### config.mk
export PLATFORM = sky130hd
export DESIGN_NAME = spi_irq_status_ctrl
export DESIGN_NICKNAME = d
export VERILOG_FILES = /design/src/rtl/spi_irq_pkg.sv /design/src/rtl/spi_irq_regdec.sv /design/src/rtl/spi_irq_thresh.sv /design/src/rtl/spi_irq_status.sv /design/src/rtl/spi_irq_mask.sv /design/src/rtl/spi_irq_status_ctrl.sv
export SDC_FILE = /design/constraint.sdc
export NUM_CORES = 1
export LEC_CHECK = 0
export ABC_CLOCK_PERIOD_IN_PS = 1410
export BUFFER_PORTS_ARGS = -buffer_cell sky130_fd_sc_hd__buf_2
export CAP_MARGIN = 20
export CORE_UTILIZATION = 45
export CTS_BUF_LIST = sky130_fd_sc_hd__clkbuf_8
export DETAILED_ROUTE_END_ITERATION = 12
export PLACE_DENSITY_LB_ADDON = 0.12
export SLEW_MARGIN = 20
export SYNTH_ARGS = -nofsm -noshare
export SYNTH_HDL_FRONTEND = slang
export SYNTH_SLANG_ARGS = --single-unit
export TNS_END_PERCENT = 20
### constraint.sdc
create_clock -name clk -period 1.41 [get_ports clk]
set_clock_uncertainty 0.1 [all_clocks]
set_input_delay 0.282 -clock clk [delete_from_list [all_inputs] [get_ports clk]]
set_output_delay 0.282 -clock clk [all_outputs]
set_load 0.005 [all_outputs]
### src/rtl/spi_irq_pkg.sv
package spi_irq_pkg;

    localparam int IRQ_W = 7;

    localparam int B_TXUF   = 6;
    localparam int B_RXFULL = 5;
    localparam int B_RXNE   = 4;
    localparam int B_TXFULL = 3;
    localparam int B_TXNF   = 2;
    localparam int B_MODF   = 1;
    localparam int B_RXOVF  = 0;

    localparam logic [IRQ_W-1:0] STICKY_M = (IRQ_W'(1) << B_TXUF) |
                                            (IRQ_W'(1) << B_MODF) |
                                            (IRQ_W'(1) << B_RXOVF);
    localparam logic [IRQ_W-1:0] LIVE_M   = ~STICKY_M;

    typedef enum logic [2:0] {
        A_STATUS  = 3'd0,
        A_ENABLE  = 3'd1,
        A_DISABLE = 3'd2,
        A_MASK    = 3'd3,
        A_TXTHR   = 3'd4,
        A_RXTHR   = 3'd5
    } reg_addr_e;

    typedef struct packed {
        logic rd_status;
        logic wr_status;
        logic wr_enable;
        logic wr_disable;
        logic wr_txthr;
        logic wr_rxthr;
    } strobe_t;

    function automatic logic [IRQ_W-1:0] pack_live(input logic rxf, input logic txf,
                                                   input logic rxne, input logic txnf);
        logic [IRQ_W-1:0] v;
        v = '0;
        v[B_RXFULL] = rxf;
        v[B_TXFULL] = txf;
        v[B_RXNE]   = rxne;
        v[B_TXNF]   = txnf;
        return v;
    endfunction

    function automatic logic [IRQ_W-1:0] pack_events(input logic uf, input logic modf,
                                                     input logic ovf);
        logic [IRQ_W-1:0] v;
        v = '0;
        v[B_TXUF]  = uf;
        v[B_MODF]  = modf;
        v[B_RXOVF] = ovf;
        return v;
    endfunction

endpackage

### src/rtl/spi_irq_regdec.sv
module spi_irq_regdec
    import spi_irq_pkg::*;
#(
    parameter int CNT_W  = 6,
    parameter int DATA_W = 7
) (
    input  logic              req_valid,
    input  logic              req_write,
    input  logic [2:0]        req_addr,
    input  logic [IRQ_W-1:0]  status_q,
    input  logic [IRQ_W-1:0]  mask_q,
    input  logic [CNT_W-1:0]  tx_thr,
    input  logic [CNT_W-1:0]  rx_thr,
    output strobe_t           strb,
    output logic [DATA_W-1:0] rdata
);

    logic is_rd;
    logic is_wr;

    assign is_rd = req_valid && !req_write;
    assign is_wr = req_valid && req_write;

    always_comb begin
        strb            = '0;
        strb.rd_status  = is_rd && (req_addr == A_STATUS);
        strb.wr_status  = is_wr && (req_addr == A_STATUS);
        strb.wr_enable  = is_wr && (req_addr == A_ENABLE);
        strb.wr_disable = is_wr && (req_addr == A_DISABLE);
        strb.wr_txthr   = is_wr && (req_addr == A_TXTHR);
        strb.wr_rxthr   = is_wr && (req_addr == A_RXTHR);
    end

    always_comb begin
        rdata = '0;
        if (is_rd) begin
            case (req_addr)
                A_STATUS: rdata = DATA_W'(status_q);
                A_MASK:   rdata = DATA_W'(mask_q);
                A_TXTHR:  rdata = DATA_W'(tx_thr);
                A_RXTHR:  rdata = DATA_W'(rx_thr);
                default:  rdata = '0;
            endcase
        end
    end

endmodule

### src/rtl/spi_irq_thresh.sv
module spi_irq_thresh #(
    parameter int CNT_W = 6
) (
    input  logic             clk,
    input  logic             rst,
    input  logic             wr,
    input  logic [CNT_W-1:0] wdata,
    output logic [CNT_W-1:0] thr_q
);

    always_ff @(posedge clk) begin
        if (rst) begin
            thr_q <= CNT_W'(1);
        end else if (wr) begin
            thr_q <= wdata;
        end
    end

endmodule

### src/rtl/spi_irq_status.sv
module spi_irq_status
    import spi_irq_pkg::*;
(
    input  logic             clk,
    input  logic             rst,
    input  logic             freeze,
    input  logic [IRQ_W-1:0] clr_vec,
    input  logic [IRQ_W-1:0] ev_vec,
    input  logic [IRQ_W-1:0] live_vec,
    output logic [IRQ_W-1:0] status_q
);

    logic [IRQ_W-1:0] nxt;

    always_comb begin
        nxt = status_q & ~clr_vec;
        if (!freeze) begin
            nxt = (nxt & ~LIVE_M) | (live_vec & LIVE_M) | (ev_vec & STICKY_M);
        end
    end

    always_ff @(posedge clk) begin
        if (rst) begin
            status_q <= '0;
        end else begin
            status_q <= nxt;
        end
    end

endmodule

### src/rtl/spi_irq_mask.sv
module spi_irq_mask
    import spi_irq_pkg::*;
(
    input  logic             clk,
    input  logic             rst,
    input  logic             set_en,
    input  logic             clr_en,
    input  logic [IRQ_W-1:0] bits,
    input  logic [IRQ_W-1:0] status_q,
    output logic [IRQ_W-1:0] mask_q,
    output logic             irq
);

    always_ff @(posedge clk) begin
        if (rst) begin
            mask_q <= '0;
            irq    <= 1'b0;
        end else begin
            if (set_en) begin
                mask_q <= mask_q | bits;
            end else if (clr_en) begin
                mask_q <= mask_q & ~bits;
            end
            irq <= |(mask_q & status_q);
        end
    end

endmodule

### src/rtl/spi_irq_status_ctrl.sv
module spi_irq_status_ctrl
    import spi_irq_pkg::*;
#(
    parameter  int CNT_W  = 6,
    localparam int DATA_W = (CNT_W > IRQ_W) ? CNT_W : IRQ_W
) (
    input  logic              clk,
    input  logic              rst,
    input  logic              req_valid,
    input  logic              req_write,
    input  logic [2:0]        req_addr,
    input  logic [DATA_W-1:0] req_wdata,
    output logic [DATA_W-1:0] rsp_rdata,
    input  logic [CNT_W-1:0]  tx_count,
    input  logic [CNT_W-1:0]  rx_count,
    input  logic              tx_full,
    input  logic              rx_full,
    input  logic              ev_tx_underflow,
    input  logic              ev_rx_overflow,
    input  logic              ev_mode_fault,
    input  logic              linear_mode,
    output logic              irq
);

    strobe_t          strb;
    logic [IRQ_W-1:0] status_q;
    logic [IRQ_W-1:0] mask_q;
    logic [CNT_W-1:0] tx_thr;
    logic [CNT_W-1:0] rx_thr;
    logic [IRQ_W-1:0] clr_vec;
    logic [IRQ_W-1:0] ev_vec;
    logic [IRQ_W-1:0] live_vec;
    logic [IRQ_W-1:0] wbits;

    assign wbits = req_wdata[IRQ_W-1:0];

    spi_irq_regdec #(.CNT_W(CNT_W), .DATA_W(DATA_W)) regdec_i (
        .req_valid (req_valid),
        .req_write (req_write),
        .req_addr  (req_addr),
        .status_q  (status_q),
        .mask_q    (mask_q),
        .tx_thr    (tx_thr),
        .rx_thr    (rx_thr),
        .strb      (strb),
        .rdata     (rsp_rdata)
    );

    spi_irq_thresh #(.CNT_W(CNT_W)) tx_thr_i (
        .clk   (clk),
        .rst   (rst),
        .wr    (strb.wr_txthr),
        .wdata (req_wdata[CNT_W-1:0]),
        .thr_q (tx_thr)
    );

    spi_irq_thresh #(.CNT_W(CNT_W)) rx_thr_i (
        .clk   (clk),
        .rst   (rst),
        .wr    (strb.wr_rxthr),
        .wdata (req_wdata[CNT_W-1:0]),
        .thr_q (rx_thr)
    );

    always_comb begin
        if (strb.rd_status) begin
            clr_vec = '1;
        end else if (strb.wr_status) begin
            clr_vec = wbits;
        end else begin
            clr_vec = '0;
        end
    end

    assign ev_vec   = pack_events(ev_tx_underflow, ev_mode_fault, ev_rx_overflow);
    assign live_vec = pack_live(rx_full, tx_full, (rx_count >= rx_thr), (tx_count < tx_thr));

    spi_irq_status status_i (
        .clk      (clk),
        .rst      (rst),
        .freeze   (linear_mode),
        .clr_vec  (clr_vec),
        .ev_vec   (ev_vec),
        .live_vec (live_vec),
        .status_q (status_q)
    );

    spi_irq_mask mask_i (
        .clk      (clk),
        .rst      (rst),
        .set_en   (strb.wr_enable),
        .clr_en   (strb.wr_disable),
        .bits     (wbits),
        .status_q (status_q),
        .mask_q   (mask_q),
        .irq      (irq)
    );

endmodule

==> flow_summary_export.csv, run 1 <==
group,metric,value,unit
cts,clk_latency,270,ps
synthesis,synth_xor_area_share,1.07,%
synthesis,avgSynthCellArea,9.35,sq um
floorplan,core,3420,sq um
power_and_ir_drop,power,1.58,mW
critical_path,timing.rr.start,"rx_thr_i.thr_q[4]$_SDFFE_PP0P_",
critical_path,critPathMaxStageDelay,340,ps
route,vias,1580,
sta,rsz0062_at_grt,"yes",
synthesis,async_reset_ff_share,0,%
synthesis,yosysSeqAreaShare,33.0,%
power_and_ir_drop,ir_drop,0.398,mV
synthesis,synth_top_family_by_area,"compound AO/OA/AOI/OAI gates",
cts,cts_sinks,27,
critical_path,end_kind,"output port",
route,firstDrtPassIters,4,
route,routedWlPerCell,15.6,microns
worst_hold_path,hp-start,"rx_full",
synthesis,synth-main-ff-cell,"dfxtp_1",
floorplan,dieArea,3880,sq um
synthesis,synth-simple-area-share,18.2,%
cts,numCtsBuffers,3,
final_layout,drive_gt1_share,45.8,%
sta,fmax,0.635,GHz
sta,tightest_slew,320,ps
global_routing,overflow,0,
worst_hold_path,worstHoldPathType,"in -> reg",
final_layout,diodes,0,
final_layout,final_cell_area,2220,sq um
critical_path,worstSetupPathType,"reg -> out",
run,drv_cap,0,
critical_path,crit_start,"rx_thr_i.thr_q[3]$_SDFFE_PP0P_",
critical_path,timing.critical_path.buf_inv,2,
critical_path,crit_family,"flip-flops",
final_layout,final_cells,282,
floorplan,die_x,62.3,microns
cts,cts_hold_buf,0,
floorplan,start_util,47.9,%
sta,whs,110,ps
placed_design,place_ws,-253,ps
synthesis,yosysWarnings,0,
run_status,violations,"setup timing",
critical_path,r2r_slack,-40,ps
synthesis,synthDistinctLibCells,38,
sta,setup_slack,-165,ps
synthesis,syn_nets,218,
critical_path,arrival,1190,ps
synthesis,synthMuxAreaShare,11.0,%
final_layout,num-fill-cells,286,
sta,setup_viol,9,
synthesis,synth_compound_area_share,22.1,%
global_routing,grt_pass1_wl,7420,microns
route,via_per_inst,5.60,
cts,cts-root-buf,"clkbuf_8",
final_layout,nNetsFinal,280,
route,wirelength,4390,microns
global_routing,antenna_found_initial,0,
floorplan,fp.dieH,62.3,microns
sta,fin_crit,1570,ps
critical_path,cp_num_cells,5,
sta,report.final.hold_viol_count,0,
placed_design,dp_hpwl,3430,microns
cts,clk_path_buf_depth,2,
critical_path,rr_worst_depth,5,
synthesis,ys_ff_latch,27,
route,ant_nets,0,
critical_path,crit_required,1030,ps
critical_path,crit_fanout,2,
synthesis,yosys.area_share.adder,8.41,%
placed_design,portBuffers,39,
route,drt_iter0_drc,46,
route,drc,0,
worst_hold_path,worst_hold_path.num_cells,2,
synthesis,syn_inst,175,
floorplan,io_pins,40,
critical_path,reg2reg_to,"status_i.status_q[4]$_SDFF_PP0_",
cts,path_clk_slew,100,ps
placed_design,dpl_cell_area,2040,sq um
power_and_ir_drop,leakagePower,0.973,nW
cts,htree_levels,1,
sta,period_share,112,%
global_routing,grt_pass1_vias,1598,
power_and_ir_drop,powerDensity,709,nW/um^2
final_layout,area_growth,35.9,%
cts,cts_tree,"built",
floorplan,rows,21,
sta,drv_slew,0,
synthesis,syn_area,1640,sq um
global_routing,grtUsageTotal,24.0,%
critical_path,critical_path.cell_chain,"buf_6 > mux2i_2 > o22a_1 > nor2_1 > buf_2",
global_routing,grt_max_degree,17,
placed_design,dp.cells,277,
placed_design,gp_congestion,0.787,
critical_path,cp-endpoint,"rsp_rdata[3]",
sta,slew_headroom,78.7,%
synthesis,synth_edf_count,0,
critical_path,start_kind,"register",
critical_path,critPathSlowestCell,"dfxtp_2",
run_status,outcome,"finished with violations",
## placed cells by master, fill, tap and decap left out, types with 2 or more instances in the layout
cell type / netlist / final
dfxtp_1: 27 / 10
ha_1: 11 / 10
nand3_1: 3 / 2
nor2_2: 0 / 2
buf_6: 2 / 4
nor2_4: 2 / 3
a32o_1: 12 / 12
nor2b_1: 3 / 2
a21oi_1: 3 / 2
buf_4: 0 / 20
dfxtp_2: 0 / 17
clkbuf_8: 0 / 3
a22oi_1: 9 / 6
a22oi_2: 0 / 3
a31oi_1: 2 / 2
inv_1: 14 / 14
nor2_1: 17 / 15
nand2_1: 17 / 17
buf_2: 3 / 37
o22a_1: 6 / 6
mux2i_1: 18 / 17
buf_12: 0 / 2
and2_4: 1 / 2
## through the flow
step	util, %	setup TNS, ps
global placement	59.8	-4270
detailed placement	59.8	-5140
CTS	64.7	-1010
floorplan	-	-23.7
finish	65.1	-950
global route	65.1	-1590
## worst min path at each step
stage | to | slack (ps)
after global placement | tx_thr_i.thr_q[0]$_SDFFE_PP1P_ | 370
after floorplan | status_i.status_q[0]$_SDFF_PP0_ | 300
after CTS | status_i.status_q[5]$_SDFF_PP0_ | 110
after detailed placement | tx_thr_i.thr_q[0]$_SDFFE_PP1P_ | 390
after global routing | status_i.status_q[3]$_SDFF_PP0_ | 110
final | status_i.status_q[5]$_SDFF_PP0_ | 110
## cells in the mapped netlist (all sizes together) (2+ instances only)
master | number | share of area, %
a21oi | 3 | 0.92
a41oi | 2 | 1.5
a32o | 12 | 7.3
inv | 14 | 3.2
dfxtp | 27 | 33
buf | 5 | 2.3
and2 | 2 | 0.92
xnor2 | 2 | 1.1
a22oi | 9 | 4.1
mux2i | 18 | 11
o22a | 6 | 3.2
clkbuf | 2 | 0.46
nand3 | 3 | 0.92
nor2b | 3 | 1.1
o21ai | 3 | 0.92
nor3 | 3 | 1.9
a31oi | 2 | 0.76
ha | 11 | 8.4
nor2 | 19 | 5.3
nand2 | 17 | 3.9
## final cells by class
class / instances / area (sq um) / area share, %
clock buffer: 3 / 41.3 / 1.86
timing repair buffer: 63 / 420 / 18.9
multi-input combinational: 127 / 1080 / 48.5
tap: 46 / 57.6 / 2.59
sequential: 27 / 562 / 25.3
clock inverter: 1 / 7.51 / 0.337
inverter: 15 / 56.3 / 2.53
## logic make-up after synthesis
group	Yosys count
simple gates	52
mux	18
compound gates	43
buf+inv	22
fa+ha+maj	11
flops	27
xor+xnor	2
## report_power, final
| group | internal (mW) | switching, mW |
|---|---|---|
| logic | 0.152 | 0.162 |
| clock network | 0.201 | 0.258 |
| registers | 0.787 | 0.0179 |
## layer usage
layer  routed length [microns]  vias up  share of wire (%)  GRT usage [%]
li1                          -      771                  -              -
met1                      1890      750                 43           29.3
met2                      2180       51                 50           43.4
met3                       250        8                5.7           4.23
met4                        66        0                1.5           5.52
met5                         0        -                  0              0
## timing repair
action	in CTS	in global routing
endpoints found under the setup margin	9	9
gates cloned	1	0
pin swaps	15	2
hold endpoints to repair	0	0
resized for setup	35	7
buffers inserted	1	0
No activity file was read; power rests on OpenSTA's default activity.
==> run 2: changes to the inputs <==
--- a/config.mk
+++ b/config.mk
@@ -11,7 +11,8 @@
 export CORE_UTILIZATION = 45
 export CTS_BUF_LIST = sky130_fd_sc_hd__clkbuf_8
 export DETAILED_ROUTE_END_ITERATION = 12
-export PLACE_DENSITY_LB_ADDON = 0.12
+export PLACE_DENSITY = 0.72
+export SETUP_SLACK_MARGIN = 0.1
 export SLEW_MARGIN = 20
 export SYNTH_ARGS = -nofsm -noshare
 export SYNTH_HDL_FRONTEND = slang
==> flow_summary_export.csv, run 2 (synthesis gave the netlist of run 1 again) <==
group,metric,value,unit
run_status,outcome,"finished with violations",
run_status,violations,"setup timing",
placed_design,dpl_cell_area,2030,sq um
route,firstDrtPassIters,4,
placed_design,portBuffers,39,
cts,cts-root-buf,"clkbuf_8",
sta,period_share,111,%
sta,slew_headroom,74.8,%
final_layout,num-fill-cells,303,
power_and_ir_drop,powerDensity,690,nW/um^2
power_and_ir_drop,leakagePower,0.998,nW
cts,cts_hold_buf,0,
final_layout,multi_input_area,1090,sq um
final_layout,layout_commonest_cell,"buf_2",
route,routedWlPerCell,14.8,microns
final_layout,nNetsFinal,281,
floorplan,fp.dieH,62.3,microns
cts,clk_latency,270,ps
route,via_per_inst,5.52,
global_routing,grt_pass1_wl,7160,microns
critical_path,critPathMaxStageDelay,210,ps
run,drv_cap,0,
route,wirelength,4180,microns
critical_path,critPathSlowestCell,"nor2_4",
cts,htree_levels,1,
critical_path,crit_fanout,8,
cts,cts_tree,"built",
placed_design,gp_congestion,0.826,
final_layout,diodes,0,
final_layout,drive_gt1_share,45.6,%
critical_path,arrival,1180,ps
critical_path,start_kind,"input port",
sta,fmax,0.639,GHz
sta,fin_setup_tns,-1040,ps
worst_hold_path,worstHoldPathType,"in -> reg",
placed_design,dp.cells,275,
floorplan,start_util,47.9,%
final_layout,final_cell_area,2260,sq um
critical_path,end_kind,"output port",
sta,report.final.hold_viol_count,0,
sta,tightest_slew,377,ps
final_layout,final_cells,283,
cts,cts_sinks,27,
sta,rsz0062_at_grt,"yes",
global_routing,grtUsageTotal,23.0,%
critical_path,worstSetupPathType,"in -> out",
global_routing,antenna_found_initial,0,
final_layout,final_cell_mix,"37 x buf_2, 17 x mux2i_1, 17 x nand2_1, 17 x buf_4, 16 x nor2_1",
cts,path_clk_slew,90,ps
power_and_ir_drop,power,1.56,mW
placed_design,dp_hpwl,3240,microns
route,vias,1561,
critical_path,critical_path.cell_chain,"buf_12 > nor2_4 > a22oi_1 > o22a_1 > nor2_1 > buf_2",
sta,whs,117,ps
route,ant_nets,0,
power_and_ir_drop,ir_drop,0.458,mV
final_layout,final_core_utilization,66.2,%
sta,fin_crit,1570,ps
floorplan,core,3420,sq um
cts,clk_path_buf_depth,2,
floorplan,dieArea,3880,sq um
global_routing,grt_max_degree,16,
sta,setup_viol,9,
floorplan,rows,21,
floorplan,io_pins,40,
route,drc,0,
placed_design,place_ws,-262,ps
floorplan,die_x,62.3,microns
sta,setup_slack,-155,ps
cts,numCtsBuffers,3,
route,drt_iter0_drc,55,
critical_path,crit_required,1030,ps
final_layout,seq_area,558,sq um
global_routing,overflow,0,
global_routing,grt_pass1_vias,1606,
sta,drv_slew,0,
final_layout,area_growth,38.1,%
-- run 2: layout make-up --
cell class | instances | area share (%)
repair buffers | 65 | 20.1
flip-flops and latches | 27 | 24.7
well taps | 46 | 2.55
clock buffers | 3 | 1.83
inverters | 15 | 2.49
multi-input cells | 126 | 48.1
clock inverters | 1 | 0.221
-- run 2: routing by layer --
metal  part of all wire, %  track usage, %  vias up
met5                     0               0        -
met2                    51            40.8       40
met3                   3.9            3.49        8
li1                      -               -      770
met1                    44            28.6      743
met4                   1.4            6.98        0
-- run 2: report_power, final --
group	leakage [nW]	total, mW	switching, mW	internal (mW)
logic	0.747	0.322	0.162	0.160
registers	0.225	0.804	0.0184	0.786
clock network	0.0255	0.434	0.236	0.198
-- run 2: path summary, 6_finish.rpt --
path / slack, ps / cells past startpoint / to / start
worst max-delay path: -160 / 6 / rsp_rdata[0] / req_addr[1]
worst min-delay path: 120 / 2 / status_i.status_q[5]$_SDFF_PP0_ / rx_full
worst max register to register: -60 / 7 / status_i.status_q[2]$_SDFF_PP0_ / tx_thr_i.thr_q[4]$_SDFFE_PP0P_
worst min register to register: 430 / 1 / status_i.status_q[0]$_SDFF_PP0_ / status_i.status_q[0]$_SDFF_PP0_
-- run 2: what timing repair did --
item	CTS	global route
gates resized for setup	37	10
setup buffers	3	1
pin swaps	15	3
endpoints found under the setup margin	13	22
endpoints found under the hold margin	0	0
-- run 2: worst max-delay path: cells and delay by family --
family	cells	cell delay, ps
AO/OA/AOI/OAI	2	330
AND/OR/NAND/NOR	2	320
buffers and inverters	2	240
==> run 3: changes to the inputs <==
--- a/config.mk
+++ b/config.mk
@@ -12,7 +12,7 @@
 export CTS_BUF_LIST = sky130_fd_sc_hd__clkbuf_8
 export DETAILED_ROUTE_END_ITERATION = 12
 export PLACE_DENSITY = 0.72
-export SETUP_SLACK_MARGIN = 0.1
+export SETUP_SLACK_MARGIN = 0.5
 export SLEW_MARGIN = 20
 export SYNTH_ARGS = -nofsm -noshare
 export SYNTH_HDL_FRONTEND = slang
==> flow_summary_export.csv, run 3 (synthesis gave the netlist of run 1 again) <==
group,metric,value,unit
sta,rsz0062_at_grt,"yes",
floorplan,start_util,47.9,%
route,routedWlPerCell,14.8,microns
placed_design,place_ws,-262,ps
floorplan,io_pins,40,
critical_path,crit_fanout,8,
final_layout,seq_area,558,sq um
global_routing,grt_pass1_wl,7130,microns
run_status,violations,"setup timing",
run_status,outcome,"finished with violations",
route,drc,0,
final_layout,num-fill-cells,294,
sta,report.final.hold_viol_count,0,
final_layout,drive_gt1_share,46.4,%
final_layout,nNetsFinal,281,
final_layout,multi_input_area,1100,sq um
global_routing,grt_pass1_vias,1561,
sta,slew_headroom,74.6,%
route,firstDrtPassIters,5,
sta,setup_viol,11,
route,wirelength,4180,microns
cts,clk_latency,270,ps
critical_path,critPathMaxStageDelay,250,ps
floorplan,core,3420,sq um
cts,cts-root-buf,"clkbuf_8",
cts,path_clk_slew,90,ps
final_layout,layout_commonest_cell,"buf_2",
power_and_ir_drop,powerDensity,689,nW/um^2
sta,drv_slew,0,
power_and_ir_drop,power,1.58,mW
route,vias,1579,
route,via_per_inst,5.58,
critical_path,arrival,1220,ps
route,drt_iter0_drc,53,
floorplan,rows,21,
critical_path,worstSetupPathType,"in -> out",
critical_path,critical_path.cell_chain,"buf_12 > nor2_4 > a22oi_2 > o22a_1 > nor2_1 > buf_2",
cts,clk_path_buf_depth,2,
run,drv_cap,0,
global_routing,grtUsageTotal,23.0,%
global_routing,antenna_found_initial,0,
critical_path,start_kind,"input port",
cts,cts_tree,"built",
power_and_ir_drop,leakagePower,0.990,nW
final_layout,final_core_utilization,66.9,%
sta,tightest_slew,380,ps
sta,period_share,114,%
placed_design,portBuffers,39,
route,ant_nets,0,
global_routing,grt_max_degree,16,
critical_path,end_kind,"output port",
worst_hold_path,worstHoldPathType,"in -> reg",
floorplan,die_x,62.3,microns
final_layout,diodes,0,
final_layout,area_growth,39.7,%
final_layout,final_cell_mix,"37 x buf_2, 17 x mux2i_1, 17 x nand2_1",
cts,numCtsBuffers,3,
floorplan,dieArea,3880,sq um
placed_design,gp_congestion,0.826,
power_and_ir_drop,ir_drop,0.461,mV
sta,fin_crit,1600,ps
critical_path,crit_required,1030,ps
cts,htree_levels,1,
floorplan,fp.dieH,62.3,microns
sta,setup_slack,-195,ps
global_routing,overflow,0,
placed_design,dp_hpwl,3240,microns
sta,fmax,0.623,GHz
cts,cts_sinks,27,
critical_path,critPathSlowestCell,"nor2_4",
-- run 3: cell type report --
| class | instances | area share (%) |
|---|---|---|
| clock buffers | 3 | 1.81 |
| clock inverters | 1 | 0.219 |
| inverters | 15 | 2.46 |
| multi-input cells | 126 | 48.1 |
| flip-flops and latches | 27 | 24.4 |
| well taps | 46 | 2.52 |
| repair buffers | 65 | 20.5 |
-- run 3: routing by layer --
metal,vias up,part of all wire [%],GRT usage (%),routed length [microns]
li1,771,-,-,-
met1,749,43,29.1,1800
met2,53,51,41.3,2120
met3,6,4.9,3.31,205
met4,0,1.1,4.65,46
met5,-,0,0,0
-- run 3: through the flow --
step	TNS [ps]	instances	hold slack [ps]	cell area, sq um
3_3_place_gp	-5210	275	391	2030
6_report	-1260	283	114	2290
3_5_place_dp	-5280	275	397	2030
4_1_cts	-972	283	113	2240
5_1_grt	-1760	283	115	2290
2_1_floorplan	0	175	304	1650
-- run 3: worst paths after layout --
check        slack (ps)  cells after the start                              end                      startpoint
min reg2reg         430                      1                         register                        register
max                -190                      6                     rsp_rdata[0]                     req_addr[0]
max reg2reg         -50                      7  status_i.status_q[2]$_SDFF_PP0_  tx_thr_i.thr_q[4]$_SDFFE_PP0P_
min                 110                      2  status_i.status_q[5]$_SDFF_PP0_                         rx_full
-- run 3: critical path, delay by kind of cell --
family | cells | cell delay [ps]
AOI/OAI and AO/OA | 2 | 320
buffers and inverters | 2 | 240
and+or+nand+nor | 2 | 370
-- run 3: what timing repair did --
action                                  CTS  global route
hold buffers                              0             0
resized for setup                        44             9
endpoints found under the setup margin   35            35
pin swaps                                20            15
buffers inserted                          4             0
-- run 3: power by group --
part,leakage (nW),internal [mW],switching [mW]
registers,0.225,0.786,0.0193
logic,0.739,0.165,0.164
clock network,0.0255,0.198,0.244
total,0.990,1.15,0.427
